==> config.mk <==
export PLATFORM = sky130hd
export DESIGN_NAME = i2c_slave_stretch
export DESIGN_NICKNAME = d
export VERILOG_FILES = /design/src/rtl/i2c_slv_pkg.sv /design/src/rtl/i2c_line_sync.sv /design/src/rtl/i2c_bus_cond.sv /design/src/rtl/i2c_slv_core.sv /design/src/rtl/i2c_slave_stretch.sv
export SDC_FILE = /design/constraint.sdc
export NUM_CORES = 1
export LEC_CHECK = 0
export ABC_CLOCK_PERIOD_IN_PS = 2370
export BUFFER_PORTS_ARGS = -buffer_cell sky130_fd_sc_hd__buf_2
export CAP_MARGIN = 10
export CORE_UTILIZATION = 30
export CTS_BUF_LIST = sky130_fd_sc_hd__clkbuf_4 sky130_fd_sc_hd__clkbuf_8 sky130_fd_sc_hd__clkbuf_16
export DETAILED_ROUTE_END_ITERATION = 10
export PLACE_DENSITY_LB_ADDON = 0.25
export SYNTH_ARGS = -nofsm -noshare
export SYNTH_HDL_FRONTEND = slang
export SYNTH_HIERARCHICAL = 1
export SYNTH_SLANG_ARGS = --single-unit
==> constraint.sdc <==
create_clock -name clk -period 2.37 [get_ports clk]
set_input_delay 0.474 -clock clk [delete_from_list [all_inputs] [get_ports clk]]
set_output_delay 0.474 -clock clk [all_outputs]
set_load 0.05 [all_outputs]
==> src/rtl/i2c_slv_pkg.sv <==
package i2c_slv_pkg;
   localparam int BYTE_W = 8;
   localparam int ADDR_W = 7;

   typedef enum logic [2:0] {
      ST_IDLE,
      ST_ADDR,
      ST_ADDR_ACK,
      ST_RX,
      ST_RX_ACK,
      ST_TX,
      ST_TX_ACK,
      ST_IGNORE
   } slv_state_t;
endpackage

==> src/rtl/i2c_line_sync.sv <==
module i2c_line_sync #(
   parameter int STAGES = 2
) (
   input  logic clk,
   input  logic rst_n,
   input  logic din,
   output logic dout
);
   logic [STAGES-1:0] q;

   generate
      if (STAGES < 2) begin : g_bad_depth
         $error("i2c_line_sync needs at least two stages");
      end
   endgenerate

   always_ff @(posedge clk or negedge rst_n) begin
      if (!rst_n) q <= '1;
      else        q <= {q[STAGES-2:0], din};
   end

   assign dout = q[STAGES-1];
endmodule

==> src/rtl/i2c_bus_cond.sv <==
module i2c_bus_cond (
   input  logic clk,
   input  logic rst_n,
   input  logic scl_s,
   input  logic sda_s,
   output logic scl_rise,
   output logic scl_fall,
   output logic start_det,
   output logic stop_det
);
   logic scl_q, sda_q;

   always_ff @(posedge clk or negedge rst_n) begin
      if (!rst_n) begin
         scl_q <= 1'b1;
         sda_q <= 1'b1;
      end else begin
         scl_q <= scl_s;
         sda_q <= sda_s;
      end
   end

   assign scl_rise  = scl_s & ~scl_q;
   assign scl_fall  = ~scl_s & scl_q;
   assign start_det = scl_s & scl_q & sda_q & ~sda_s;
   assign stop_det  = scl_s & scl_q & ~sda_q & sda_s;
endmodule

==> src/rtl/i2c_slv_core.sv <==
module i2c_slv_core
   import i2c_slv_pkg::*;
(
   input  logic              clk,
   input  logic              rst_n,
   input  logic              scl_rise,
   input  logic              scl_fall,
   input  logic              start_det,
   input  logic              stop_det,
   input  logic              sda_s,
   input  logic [ADDR_W-1:0] own_addr,
   input  logic              tx_wr,
   input  logic [BYTE_W-1:0] tx_data,
   input  logic              release_set,
   input  logic              rx_rd,
   input  logic              flags_clr,
   output logic              sda_low,
   output logic              scl_low,
   output logic [BYTE_W-1:0] rx_data,
   output logic              buf_full,
   output logic              start_seen,
   output logic              stop_seen,
   output logic              rx_overflow,
   output logic              wr_collision,
   output logic              event_flag,
   output logic              is_read
);
   localparam int CNT_W = $clog2(BYTE_W + 1);
   localparam logic [CNT_W-1:0] LAST_BIT  = CNT_W'(BYTE_W - 1);
   localparam logic [CNT_W-1:0] FULL_BYTE = CNT_W'(BYTE_W);

   slv_state_t        state_q;
   logic [CNT_W-1:0]  cnt_q;
   logic [BYTE_W-1:0] rx_sh_q, tx_sh_q;
   logic              release_q, ack_drv_q, mack_q;

   always_ff @(posedge clk or negedge rst_n) begin
      if (!rst_n) begin
         state_q      <= ST_IDLE;
         cnt_q        <= '0;
         rx_sh_q      <= '0;
         tx_sh_q      <= '1;
         release_q    <= 1'b1;
         ack_drv_q    <= 1'b0;
         mack_q       <= 1'b1;
         rx_data      <= '0;
         buf_full     <= 1'b0;
         start_seen   <= 1'b0;
         stop_seen    <= 1'b0;
         rx_overflow  <= 1'b0;
         wr_collision <= 1'b0;
         event_flag   <= 1'b0;
         is_read      <= 1'b0;
      end else begin
         // host side
         if (release_set) release_q <= 1'b1;
         if (rx_rd)       buf_full  <= 1'b0;
         if (flags_clr) begin
            rx_overflow  <= 1'b0;
            wr_collision <= 1'b0;
            event_flag   <= 1'b0;
         end
         if (tx_wr) begin
            if (state_q == ST_TX && release_q) wr_collision <= 1'b1;
            else begin
               tx_sh_q  <= tx_data;
               buf_full <= 1'b1;
            end
         end
         // bus side
         if (start_det) begin
            state_q    <= ST_ADDR;
            cnt_q      <= '0;
            start_seen <= 1'b1;
            stop_seen  <= 1'b0;
            release_q  <= 1'b1;
         end else if (stop_det) begin
            state_q    <= ST_IDLE;
            stop_seen  <= 1'b1;
            start_seen <= 1'b0;
            release_q  <= 1'b1;
         end else begin
            case (state_q)
               ST_ADDR, ST_RX: begin
                  if (scl_rise && cnt_q != FULL_BYTE) begin
                     rx_sh_q <= {rx_sh_q[BYTE_W-2:0], sda_s};
                     cnt_q   <= cnt_q + 1'b1;
                  end
                  if (scl_fall && cnt_q == FULL_BYTE) begin
                     if (state_q == ST_ADDR) begin
                        if (rx_sh_q[BYTE_W-1:1] == own_addr) begin
                           state_q    <= ST_ADDR_ACK;
                           is_read    <= rx_sh_q[0];
                           event_flag <= 1'b1;
                        end else begin
                           state_q <= ST_IGNORE;
                        end
                     end else begin
                        state_q <= ST_RX_ACK;
                        if (buf_full) begin
                           rx_overflow <= 1'b1;
                           ack_drv_q   <= 1'b0;
                        end else begin
                           rx_data    <= rx_sh_q;
                           buf_full   <= 1'b1;
                           ack_drv_q  <= 1'b1;
                           event_flag <= 1'b1;
                        end
                     end
                  end
               end
               ST_ADDR_ACK: if (scl_fall) begin
                  cnt_q <= '0;
                  if (is_read) begin
                     state_q   <= ST_TX;
                     release_q <= 1'b0;
                  end else begin
                     state_q <= ST_RX;
                  end
               end
               ST_RX_ACK: if (scl_fall) begin
                  state_q   <= ST_RX;
                  cnt_q     <= '0;
                  ack_drv_q <= 1'b0;
               end
               ST_TX: if (scl_fall) begin
                  tx_sh_q <= {tx_sh_q[BYTE_W-2:0], 1'b1};
                  cnt_q   <= cnt_q + 1'b1;
                  if (cnt_q == LAST_BIT) begin
                     state_q  <= ST_TX_ACK;
                     buf_full <= 1'b0;
                  end
               end
               ST_TX_ACK: begin
                  if (scl_rise) mack_q <= sda_s;
                  if (scl_fall) begin
                     if (!mack_q) begin
                        state_q    <= ST_TX;
                        cnt_q      <= '0;
                        release_q  <= 1'b0;
                        event_flag <= 1'b1;
                     end else begin
                        state_q <= ST_IGNORE;
                     end
                  end
               end
               default: ;
            endcase
         end
      end
   end

   assign sda_low = (state_q == ST_ADDR_ACK) |
                    ((state_q == ST_RX_ACK) & ack_drv_q) |
                    ((state_q == ST_TX) & ~tx_sh_q[BYTE_W-1]);
   assign scl_low = ~release_q;
endmodule

==> src/rtl/i2c_slave_stretch.sv <==
module i2c_slave_stretch
   import i2c_slv_pkg::*;
#(
   parameter int SYNC_STAGES = 2
) (
   input  logic              clk,
   input  logic              rst_n,
   input  logic              scl_i,
   input  logic              sda_i,
   output logic              scl_drive_low,
   output logic              sda_drive_low,
   input  logic [ADDR_W-1:0] own_addr,
   input  logic              tx_wr,
   input  logic [BYTE_W-1:0] tx_data,
   input  logic              release_set,
   input  logic              rx_rd,
   input  logic              flags_clr,
   output logic [BYTE_W-1:0] rx_data,
   output logic              buf_full,
   output logic              start_seen,
   output logic              stop_seen,
   output logic              rx_overflow,
   output logic              wr_collision,
   output logic              event_flag,
   output logic              is_read
);
   localparam int N_LINES = 2;

   logic [N_LINES-1:0] line_raw, line_s;
   logic scl_rise, scl_fall, start_det, stop_det;

   assign line_raw = {sda_i, scl_i};

   generate
      for (genvar i = 0; i < N_LINES; i++) begin : g_sync
         i2c_line_sync #(.STAGES(SYNC_STAGES)) u_sync (
            .clk  (clk),
            .rst_n(rst_n),
            .din  (line_raw[i]),
            .dout (line_s[i])
         );
      end
   endgenerate

   i2c_bus_cond u_cond (
      .clk      (clk),
      .rst_n    (rst_n),
      .scl_s    (line_s[0]),
      .sda_s    (line_s[1]),
      .scl_rise (scl_rise),
      .scl_fall (scl_fall),
      .start_det(start_det),
      .stop_det (stop_det)
   );

   i2c_slv_core u_core (
      .clk         (clk),
      .rst_n       (rst_n),
      .scl_rise    (scl_rise),
      .scl_fall    (scl_fall),
      .start_det   (start_det),
      .stop_det    (stop_det),
      .sda_s       (line_s[1]),
      .own_addr    (own_addr),
      .tx_wr       (tx_wr),
      .tx_data     (tx_data),
      .release_set (release_set),
      .rx_rd       (rx_rd),
      .flags_clr   (flags_clr),
      .sda_low     (sda_drive_low),
      .scl_low     (scl_drive_low),
      .rx_data     (rx_data),
      .buf_full    (buf_full),
      .start_seen  (start_seen),
      .stop_seen   (stop_seen),
      .rx_overflow (rx_overflow),
      .wr_collision(wr_collision),
      .event_flag  (event_flag),
      .is_read     (is_read)
   );
endmodule

==> run metrics, run 1 <==
part of the power in combinational logic=0.310; endpoint arrival time on the critical path=1.60 ns; period utilisation layout=0.8746; overall routing resource usage=0.1232; cell area reported after detailed placement=2681 um2; die outline height=90.50 um; cell type with the largest total area after synthesis=dfrtp_1; number of hold-repair buffers added at the cts stage=0; area of combinational cells with multiple inputs=1064 um2; element type at the critical path start=flop; tightest slew margin relative to the limit=0.6940; final-report hold violation count=0; slew at the pin with the worst max-slew slack=0.4587 ns; post-layout min period=2.073 ns; Final setup viols=0; number of global-route vias before repair=1655; number of fillers in the final layout=743; maximum vdd ir drop=0.2050 mV; highest achievable clock rate=482.4 MHz; Seq cells post-synth=47; source-to-sink clock delay at the later pin of the worst-skew pair=0.30 ns; via-per-instance ratio=4.799; data required time at the worst endpoint=1.90 ns; Total Die Area=8190 um2; via count=1694; Pwr Density=875.3 nW/um2; Crit path largest cell delay=0.54 ns; count of synthesis-stage warnings from yosys=6; result of the run=finished clean; post-synthesis cell type count=49; Final ANT Viol Nets=0; pin count of the biggest net entering global routing=48; reported max-cap violation count=0; CTS resizes=0; nature of the critical path endpoint=output port; port bufs=39; commonest non-fill, non-tap cell in the layout=buf_2; leakage power=0.001319 uW; highest metal layer with signal wires=met4; wire length per cell=13.69 um; worst-case clock skew=0.008565 ns; area inside the core boundary=7408 um2; DPL Wire Length=3435 um; fraction of synthesis flops using an asynchronous set or reset pin=1.000; Met3 Routed Length=209 um; drt first pass iters=4; top-area cell type share of the netlist area=0.3301; initial antenna violation count=0; overall power of the completed layout=2429 uW; largest buffer count on any clock path=2; post-synthesis cell area=2350 um2; net count reported at finish=278; I/O pin total=40; clock slew at the register clock pins of the worst setup and hold paths=0.09 ns; CTS H-tree lvls=2; met1 layer wirelength in the final routing=2345 um; Switching Share=0.3407; part of the total power dissipated in sequential elements=0.487; kind of path behind the tightest hold check=in2async; Met2 Wirelength=2213 um; initial core utilization=0.3172; relative area change from synthesis to final layout=18.10%; total wire length after detailed routing=4833 um; switching power=827.4 uW; most frequent cells in the layout=buf_2 (39), dfrtp_1 (31), nand2_1 (17), dfstp_2 (16), nor2_1 (14); cell with the largest stage delay on the worst path=dfrtp_1; post-layout utilization of the core=0.3746; sequential cell area=1196 um2; Post-Synthesis Net Count=234; wire length of the first global-routing pass=8045 um; total count of max-transition violations in the final report=0; clock share of power=0.204; critical path, cell by cell=nand2b_1 -> o22ai_1 -> buf_2; sum of buffers and inverters on the critical path=1; sequential fraction of the synthesis area=0.5091; number of cells produced by synthesis=209; width of the die=90.50 um; CTS root buf=clkbuf_8; post-route cell area=2775 um2; largest cells by area after synthesis=dfrtp_1 (33%), dfstp_2 (18%), mux2_2 (5.3%); post-synthesis area per instance=11.24 um2; path type of the worst setup path=reg2out; cell-internal power=1602 uW; number of clock sinks=47; clock tree from TritonCTS=yes; Cell Count, Final, Fillers Out=353; final sum of negative setup slack=0 ns; diode insertion count for antenna repair=0; Main synth FF type=dfrtp_1; starting DRC count in detailed routing=97; top cell family by delay on the critical path=flip-flops; gpl congestion=0.7911; Setup Buffers After CTS=0; Post-synth EDFFs=0; clock buffers created by TritonCTS=5; worst-path fanout max=13; Post-route DRC=0; remaining global-route overflow=0; number of instances in the placed design=345; Cell Rows=31; unrepaired setup endpoints after global routing=false; share of layout cells above drive strength 1=0.3740
-- worst paths after layout --
kind | start | to | slack [ns] | depth (start not counted)
worst max register to register | g_sync[1].u_sync/q[1] | u_core/rx_sh_q[3] | 0.35 | 3
max in group asynchronous | rst_n | u_core/tx_sh_q[6] | 1.95 | 2
worst max-delay path | u_core/state_q[0] | sda_drive_low | 0.30 | 3
worst min register to register | g_sync[1].u_sync/q[0] | g_sync[1].u_sync/q[1] | 0.36 | 0
worst min-delay path | rst_n | u_core/rx_data[1] | 0.14 | 2
min in group clk | scl_i | g_sync[0].u_sync/q[0] | 0.26 | 1
-- synthesized netlist by cell type, types with 2 or more instances --
cell / n
a211o_1: 2
a21oi_1: 3
a22o_1: 2
a22oi_1: 2
and4b_1: 2
buf_2: 3
buf_4: 2
clkbuf_1: 3
dfrtp_1: 31
dfstp_2: 16
ha_1: 2
inv_1: 10
mux2_2: 11
mux2_4: 8
mux2i_1: 9
nand2_1: 17
nand2b_1: 3
nand3_1: 7
nand3b_1: 3
nand4_1: 4
nor2_1: 14
nor2b_1: 6
nor3_1: 2
nor4_2: 2
o21ai_0: 12
o22ai_1: 3
o2bb2ai_1: 2
xnor2_1: 2
xor2_1: 6
-- routing by layer --
metal  vias up  track usage
li1        839            -
met1       815       0.1676
met2        33       0.1907
met3         7      0.03367
met4         0      0.03629
met5         -            0
-- worst reg2reg max path: cells and delay by family (launching register included) --
family / cells / cell delay (ns)
and+or+nand+nor: 2 / 1.02
DFF: 1 / 0.57
muxes: 1 / 0.33
-- power groups by stage --
| stage | clock [uW] | sequential [uW] | combinational, uW |
|---|---|---|---|
| finish | 494 | 1180 | 752 |
| global route | 560 | 1210 | 823 |
| CTS | 519 | 1190 | 756 |
| detailed placement | 0 | 1200 | 752 |
| global placement | 0 | 1200 | 746 |
| floorplan | 0 | 1200 | 550 |
-- kinds of logic after synthesis --
| group | count (synthesis) | synth area share |
|---|---|---|
| XOR/XNOR | 8 | 0.02982 |
| flip-flops | 47 | 0.5090 |
| adder cells (fa/ha/maj) | 2 | 0.01065 |
| buffers and inverters | 19 | 0.03834 |
| AND/OR/NAND/NOR | 69 | 0.1651 |
| multiplexers | 28 | 0.1422 |
| AO/OA/AOI/OAI | 36 | 0.1049 |
-- sequential cells by signal, summed over array words and instances (netlist names), 3 cells and up --
name and count:
u_core/rx_data 8, u_core/rx_sh_q 8, u_core/tx_sh_q 8, g_sync.u_sync/q 4, u_core/cnt_q 4, u_core/state_q 3
-- area by class of cell --
class	instances	area share
flip-flops and latches	47	0.4310
multi-input cells	143	0.3832
repair buffers	46	0.09378
well taps	99	0.04463
clock buffers	6	0.02750
inverters	10	0.01353
clock inverters	2	0.006312
-- stage by stage --
stage | worst slack (ns) | hold slack, ns
2_1_floorplan | 0.4238 | 0.1784
3_3_place_gp | 0.3556 | 0.3464
3_5_place_dp | 0.3242 | 0.3475
4_1_cts | 0.2582 | 0.1470
5_1_grt | 0.2007 | 0.1452
6_report | 0.2972 | 0.1401
Note: power is estimated with default switching activity, not from simulation.
==> inputs of run 2 (changes only) <==
CORE_UTILIZATION = 51   (was 30)
GPL_ROUTABILITY_DRIVEN = 0   (was unset)
SETUP_SLACK_MARGIN = 0.2   (was unset)
==> run 2 against run 1 <==
Cell count is 14% lower. Clock power is 4.3% higher. First-iteration DRC count is 28% higher. Sequential share of layout area is 0.98 points higher. Maximum frequency is 0.53% higher. Critical path depth is 1 higher. Count of clock-buffer cells in the layout is 1 higher. Sequential cell count stayed put. Largest cell class unchanged. Largest power group unchanged.
==> run metrics, run 2 (synthesized netlist as in run 1, its figures left out) <==
result of the run=finished clean (unchanged); CTS root buf=clkbuf_8 (unchanged); reg-to-reg slack, setup=0.37 ns (was 0.35 ns); Final ANT Viol Nets=0 (unchanged); critical path, cell by cell=buf_4 -> nand2b_1 -> o22ai_1 -> buf_2 (was nand2b_1 -> o22ai_1 -> buf_2); via-per-instance ratio=5.597 (was 4.799); maximum vdd ir drop=0.5447 mV (was 0.2050 mV); share of layout cells above drive strength 1=0.3755 (was 0.3740); diode insertion count for antenna repair=0 (unchanged); Total Die Area=4883 um2 (was 8190 um2); remaining global-route overflow=0 (unchanged); worst-path fanout max=10 (was 13); width of the die=69.88 um (was 90.50 um); Pwr Density=899.4 nW/um2 (was 875.3 nW/um2); tightest slew margin relative to the limit=0.7057 (was 0.6940); element type at the critical path start=flop (unchanged); number of clock sinks=47 (unchanged); unrepaired setup endpoints after global routing=false (unchanged); initial core utilization=0.5360 (was 0.3172); worst-case hold slack=0.1024 ns (was 0.1401 ns); initial antenna violation count=0 (unchanged); I/O pin total=40 (unchanged); via count=1707 (was 1694); post-layout min period=2.062 ns (was 2.073 ns); final sum of negative setup slack=0 ns (unchanged); CTS H-tree lvls=2 (unchanged); commonest non-fill, non-tap cell in the layout=buf_2 (unchanged); port bufs=39 (unchanged); total wire length after detailed routing=4347 um (was 4833 um); total count of max-transition violations in the final report=0 (unchanged); overall power of the completed layout=2443 uW (was 2429 uW); nature of the critical path endpoint=output port (unchanged); Post-route DRC=0 (unchanged); area inside the core boundary=4384 um2 (was 7408 um2); wire length of the first global-routing pass=7541 um (was 8045 um); reported max-cap violation count=0 (unchanged); sum of buffers and inverters on the critical path=2 (was 1); kind of path behind the tightest hold check=in2async (unchanged); path type of the worst setup path=reg2out (unchanged); worst-case clock skew=0.006817 ns (was 0.008565 ns); slew at the pin with the worst max-slew slack=0.4411 ns (was 0.4587 ns); registers with the most flip-flops=u_core/rx_data: 8 flops, u_core/rx_sh_q: 8 flops, u_core/tx_sh_q: 8 flops (unchanged); cell with the largest stage delay on the worst path=dfrtp_1 (unchanged); number of global-route vias before repair=1636 (was 1655); number of instances in the placed design=297 (was 345); period utilisation layout=0.8700 (was 0.8746); starting DRC count in detailed routing=124 (was 97); die outline height=69.88 um (was 90.50 um); number of fillers in the final layout=368 (was 743); R2R cell count=3 (unchanged); launch point of the worst reg-to-reg path=g_sync[1].u_sync/q[1] (unchanged); clock slew at the register clock pins of the worst setup and hold paths=0.08 ns (was 0.09 ns); Final setup viols=0 (unchanged); Crit path largest cell delay=0.44 ns (was 0.54 ns); top cell family by delay on the critical path=buffers and inverters (was flip-flops); largest buffer count on any clock path=2 (unchanged); overall routing resource usage=0.1953 (was 0.1232); post-placement worst setup slack=0.2996 ns (was 0.3242 ns); final-report hold violation count=0 (unchanged); data required time at the worst endpoint=1.90 ns (about the same); relative area change from synthesis to final layout=15.60% (was 18.10%); capturing point of the worst reg2reg path=u_core/rx_sh_q[0] (was u_core/rx_sh_q[3]); pin count of the biggest net entering global routing=30 (was 48); Cell Rows=24 (was 31); net count reported at finish=277 (was 278); leakage power=0.001309 uW (was 0.001319 uW); Cell Count, Final, Fillers Out=305 (was 353); clock tree from TritonCTS=yes (unchanged); drt first pass iters=4 (unchanged); DPL Wire Length=3201 um (was 3435 um); Worst Slack Setup Final=0.3082 ns (was 0.2972 ns); endpoint arrival time on the critical path=1.59 ns (was 1.60 ns); source-to-sink clock delay at the later pin of the worst-skew pair=0.29 ns (was 0.30 ns); wire length per cell=14.25 um (was 13.69 um); highest achievable clock rate=485.0 MHz (was 482.4 MHz); clock buffers created by TritonCTS=5 (unchanged); most frequent cells in the layout=buf_2 (39), dfrtp_1 (30), nand2_1 (17), dfstp_2 (16), nor2_1 (14) (was buf_2 (39), dfrtp_1 (31), nand2_1 (17), dfstp_2 (16), nor2_1 (14))
run 2: through the flow:
step	util	instance area [um2]
4_1_cts	0.6173	2706
3_3_place_gp	0.5936	2603
2_1_floorplan	-	2350
3_5_place_dp	0.5936	2603
6_report	0.6196	2716
5_1_grt	0.6196	2716
run 2: final cells by class:
class,instances,area [um2],share of cell area
sequential,47,1197,0.4408
multi-input combinational,143,1072,0.3947
timing repair buffer,45,240.2,0.08844
clock buffer,7,96.34,0.03547
tap,52,65.06,0.02395
inverter,10,37.54,0.01382
clock inverter,1,7.507,0.002764
run 2: how the worst max path moves through the flow:
stage,start,end,cells past startpoint,slack [ns]
after global routing,u_core/state_q[2],sda_drive_low,4,0.20
after global placement,own_addr[5],u_core/is_read,6,0.35
after CTS,u_core/state_q[1],sda_drive_low,3,0.25
final,u_core/state_q[2],sda_drive_low,4,0.31
after detailed placement,g_sync[1].u_sync/q[1],u_core/rx_data[2],5,0.30
after floorplan,u_core/state_q[0],sda_drive_low,4,0.42
run 2: per-layer routing:
metal / share of wire / GRT usage
met1: 0.46 / 0.2761
met2: 0.47 / 0.2959
met3: 0.052 / 0.03896
met4: 0.015 / 0.08000
met5: 0 / 0
run 2: what timing repair did:
action	CTS	global route
endpoints found under the setup margin	0	9
setup buffers	0	0
gates resized for setup	0	2
endpoints found under the hold margin	0	0
hold buffers	0	0
run 2: report_power, final:
| part | switching [uW] | internal [uW] | leakage [uW] | total, uW |
|---|---|---|---|---|
| logic | 377 | 361 | 0.000691 | 738 |
| registers | 181 | 1010 | 0.000567 | 1190 |
| clock network | 250 | 265 | 0.0000505 | 515 |
| total | 807 | 1640 | 0.00131 | 2440 |
==> inputs of run 3 (changes only) <==
ABC_AREA = 1   (was unset)
==> run 3 against run 2 <==
The run now ends with DRC left. Count of clock-buffer cells in the layout is 1 lower. Via count grew 18%. Cell count up 28%. First-iteration DRC count decreased by 11%. Global-route usage rose by 2.3 points. Design area increased by 3.5%. Setup slack improved by 0.042 ns. Die area increased by 4.4%. Total power grew 24%. Clock power is 6.2% lower. Synthesized cell count grew 40%. Non-clock buffer count is 3 lower.
==> run metrics, run 3 <==
remaining global-route overflow=0 (unchanged); clock slew at the register clock pins of the worst setup and hold paths=0.08 ns (about the same); cell type with the largest total area after synthesis=dfrtp_1 (unchanged); sequential fraction of the synthesis area=0.4873 (was 0.5091); met3 global-route usage=0.03938 (was 0.03896); initial antenna violation count=0 (unchanged); met1 demand-to-capacity share in global routing=0.2851 (was 0.2761); cell with the largest stage delay on the worst path=dfrtp_1 (unchanged); count of synthesis-stage warnings from yosys=6 (unchanged); registers with the most flip-flops=u_core/rx_data: 8 flops, u_core/rx_sh_q: 8 flops, u_core/tx_sh_q: 8 flops (unchanged); relative area change from synthesis to final layout=14.53% (was 15.60%); path type of the worst setup path=reg2out (unchanged); net count reported at finish=362 (was 277); largest buffer count on any clock path=2 (unchanged); post-placement worst setup slack=0.3845 ns (was 0.2996 ns); failing checks=DRC; area inside the core boundary=4504 um2 (was 4384 um2); nature of the critical path endpoint=output port (unchanged); kind of path behind the tightest hold check=in2async (unchanged); worst-case clock skew=0.007842 ns (was 0.006817 ns); Worst Slack Setup Final=0.3501 ns (was 0.3082 ns); total count of max-transition violations in the final report=0 (unchanged); worst-path fanout max=5 (was 10); diode insertion count for antenna repair=0 (unchanged); overall routing resource usage=0.2188 (was 0.1953); Main synth FF type=dfrtp_1 (unchanged); port bufs=39 (unchanged); most frequent cells after synthesis=nand2_1 (73), inv_1 (34), dfrtp_1 (31) (was dfrtp_1 (31), nand2_1 (17), dfstp_2 (16)); via-per-instance ratio=5.151 (was 5.597); sequential cell area=1197 um2 (unchanged); commonest non-fill, non-tap cell in the layout=nand2_1 (was buf_2); wire length per cell=12.80 um (was 14.25 um); reported max-cap violation count=0 (unchanged); Crit path largest cell delay=0.44 ns (about the same); post-synthesis cell type count=33 (was 49); top-area cell type share of the netlist area=0.3160 (was 0.3301); CTS H-tree lvls=2 (unchanged); final sum of negative setup slack=0 ns (unchanged); leakage power=0.001412 uW (was 0.001309 uW); source-to-sink clock delay at the later pin of the worst-skew pair=0.30 ns (was 0.29 ns); global routing met2 resource utilization=0.3513 (was 0.2959); data required time at the worst endpoint=1.90 ns (about the same); Pwr Density=1081 nW/um2 (was 899.4 nW/um2); Final setup viols=0 (unchanged); Post-route DRC=2 (was 0); pin count of the biggest net entering global routing=27 (was 30); initial core utilization=0.5450 (was 0.5360); element type at the critical path start=flop (unchanged); launch point of the worst reg-to-reg path=g_sync[1].u_sync/q[1] (unchanged); share of layout cells above drive strength 1=0.3254 (was 0.3755); maximum vdd ir drop=0.5848 mV (was 0.5447 mV); Post-synth EDFFs=0 (unchanged); post-layout min period=2.020 ns (was 2.062 ns); highest achievable clock rate=495.1 MHz (was 485.0 MHz); total wire length after detailed routing=4992 um (was 4347 um); Final ANT Viol Nets=0 (unchanged); unrepaired setup endpoints after global routing=false (unchanged); starting DRC count in detailed routing=110 (was 124); result of the run=finished, violations left (was finished clean); Post-Synthesis Net Count=317 (was 234); I/O pin total=40 (unchanged); Total Die Area=5095 um2 (was 4883 um2); number of fillers in the final layout=412 (was 368); clock tree from TritonCTS=yes (unchanged); number of hold-repair buffers added at the cts stage=0 (unchanged); drt first pass iters=7 (was 4); CP startpoint=u_core/state_q[1] (was u_core/state_q[2]); fraction of synthesis flops using an asynchronous set or reset pin=1.000 (unchanged); critical path, cell by cell=inv_2 -> nand2_2 -> nor2_4 -> inv_1 -> o221ai_1 -> buf_4 (was buf_4 -> nand2b_1 -> o22ai_1 -> buf_2); post-synthesis area per instance=8.407 um2 (was 11.24 um2); Seq cells post-synth=47 (unchanged); via count=2009 (was 1707); largest cells by area after synthesis=dfrtp_1 (32%), dfstp_2 (17%), nand2_1 (11%) (was dfrtp_1 (33%), dfstp_2 (18%), mux2_2 (5.3%)); number of cells produced by synthesis=292 (was 209); period utilisation layout=0.8523 (was 0.8700); final-report hold violation count=0 (unchanged); post-synthesis cell area=2455 um2 (was 2350 um2); width of the die=71.38 um (was 69.88 um); dominant cell by count in the synthesized netlist=nand2_1 (was dfrtp_1); CTS root buf=clkbuf_8 (unchanged); global routing's busiest layer=met2 (unchanged); tightest slew margin relative to the limit=0.6574 (was 0.7057); DPL Wire Length=3745 um (was 3201 um); area of combinational cells with multiple inputs=1056 um2 (was 1072 um2); number of clock sinks=47 (unchanged); most frequent cells in the layout=nand2_1 (73), buf_2 (38), inv_1 (34), dfrtp_1 (30), nor2_1 (20) (was buf_2 (39), dfrtp_1 (30), nand2_1 (17), dfstp_2 (16), nor2_1 (14)); clock buffers created by TritonCTS=5 (unchanged); number of global-route vias before repair=1982 (was 1636); wire length of the first global-routing pass=8659 um (was 7541 um); Cell Rows=24 (unchanged); slew at the pin with the worst max-slew slack=0.5138 ns (was 0.4411 ns); endpoint arrival time on the critical path=1.55 ns (was 1.59 ns); die outline height=71.38 um (was 69.88 um)
run 3: cell types whose count changed after synthesis, moves of 7 or more:
cell     change
nand3_1     +12
o21ai_1     +18
mux2_2      -11
inv_1       +24
o21ai_2      +7
mux2_4       -7
mux2i_1      -9
a31oi_1      +7
inv_2       +10
nand2_1     +56
run 3: kinds of logic (layout without fill, tap and decap cells):
logic type / count (synthesis) / count (layout) / share of synthesized area
AOI/OAI and AO/OA: 47 / 47 / 0.1147
xor gates and xnor gates: 5 / 5 / 0.01784
adders and majority gates: 2 / 2 / 0.01019
buffers and inverters: 49 / 95 / 0.08257
DFF: 47 / 47 / 0.4873
muxes: 1 / 1 / 0.006114
and+or+nand+nor: 141 / 141 / 0.2813
run 3: final timing paths:
path | to | slack, ns | cells past startpoint
hold / removal | u_core/rx_sh_q[7] | 0.14 | 1
hold reg to reg | g_sync[1].u_sync/q[1] | 0.36 | 0
min in group clk | g_sync[1].u_sync/q[0] | 0.27 | 1
max in group asynchronous | g_sync[0].u_sync/q[0] | 1.65 | 2
setup / recovery | sda_drive_low | 0.35 | 6
setup reg to reg | u_core/rx_data[7] | 0.38 | 8
run 3: routing by layer:
metal | share of wire | vias up
li1 | - | 1022
met4 | 0.023 | 0
met3 | 0.040 | 10
met1 | 0.48 | 930
met2 | 0.46 | 47
met5 | 0 | -
run 3: final cells by class:
type	instances	area share
Clock buffer	6	0.02715
Inverter	45	0.06097
Sequential cell	47	0.4259
Timing Repair Buffer	42	0.08278
Tap cell	52	0.02314
Multi-Input combinational cell	196	0.3756
Clock inverter	2	0.004450
run 3: stage by stage:
stage	total power [uW]	cells	util	area (um2)	hold WS (ns)
6_report	3038	390	0.6242	2811	0.1382
2_1_floorplan	2247	292	-	2455	0.1784
5_1_grt	3275	390	0.6242	2811	0.1696
3_3_place_gp	2505	381	0.6019	2711	0.3483
3_5_place_dp	2540	381	0.6019	2711	0.3488
4_1_cts	3041	389	0.6222	2803	0.1423
run 3: worst max-delay path: cells and delay by family (launching register included):
family,cells,cell delay (ns)
AOI/OAI and AO/OA,1,0.17
buffers and inverters,3,0.42
and+or+nand+nor,2,0.22
DFF,1,0.44
run 3: repair_timing:
item                                   CTS  global route
setup buffers                            0             1
gates cloned                             0             0
gates resized for setup                  1             1
pin swaps                                0             1
setup endpoints to repair                1             1
endpoints found under the hold margin    0             0
run 3: where the power goes:
part | total [uW] | leakage, uW | internal (uW) | switching, uW
combinational | 1300 | 0.000789 | 427 | 878
clock | 483 | 0.0000446 | 218 | 265
sequential | 1250 | 0.000578 | 1070 | 177
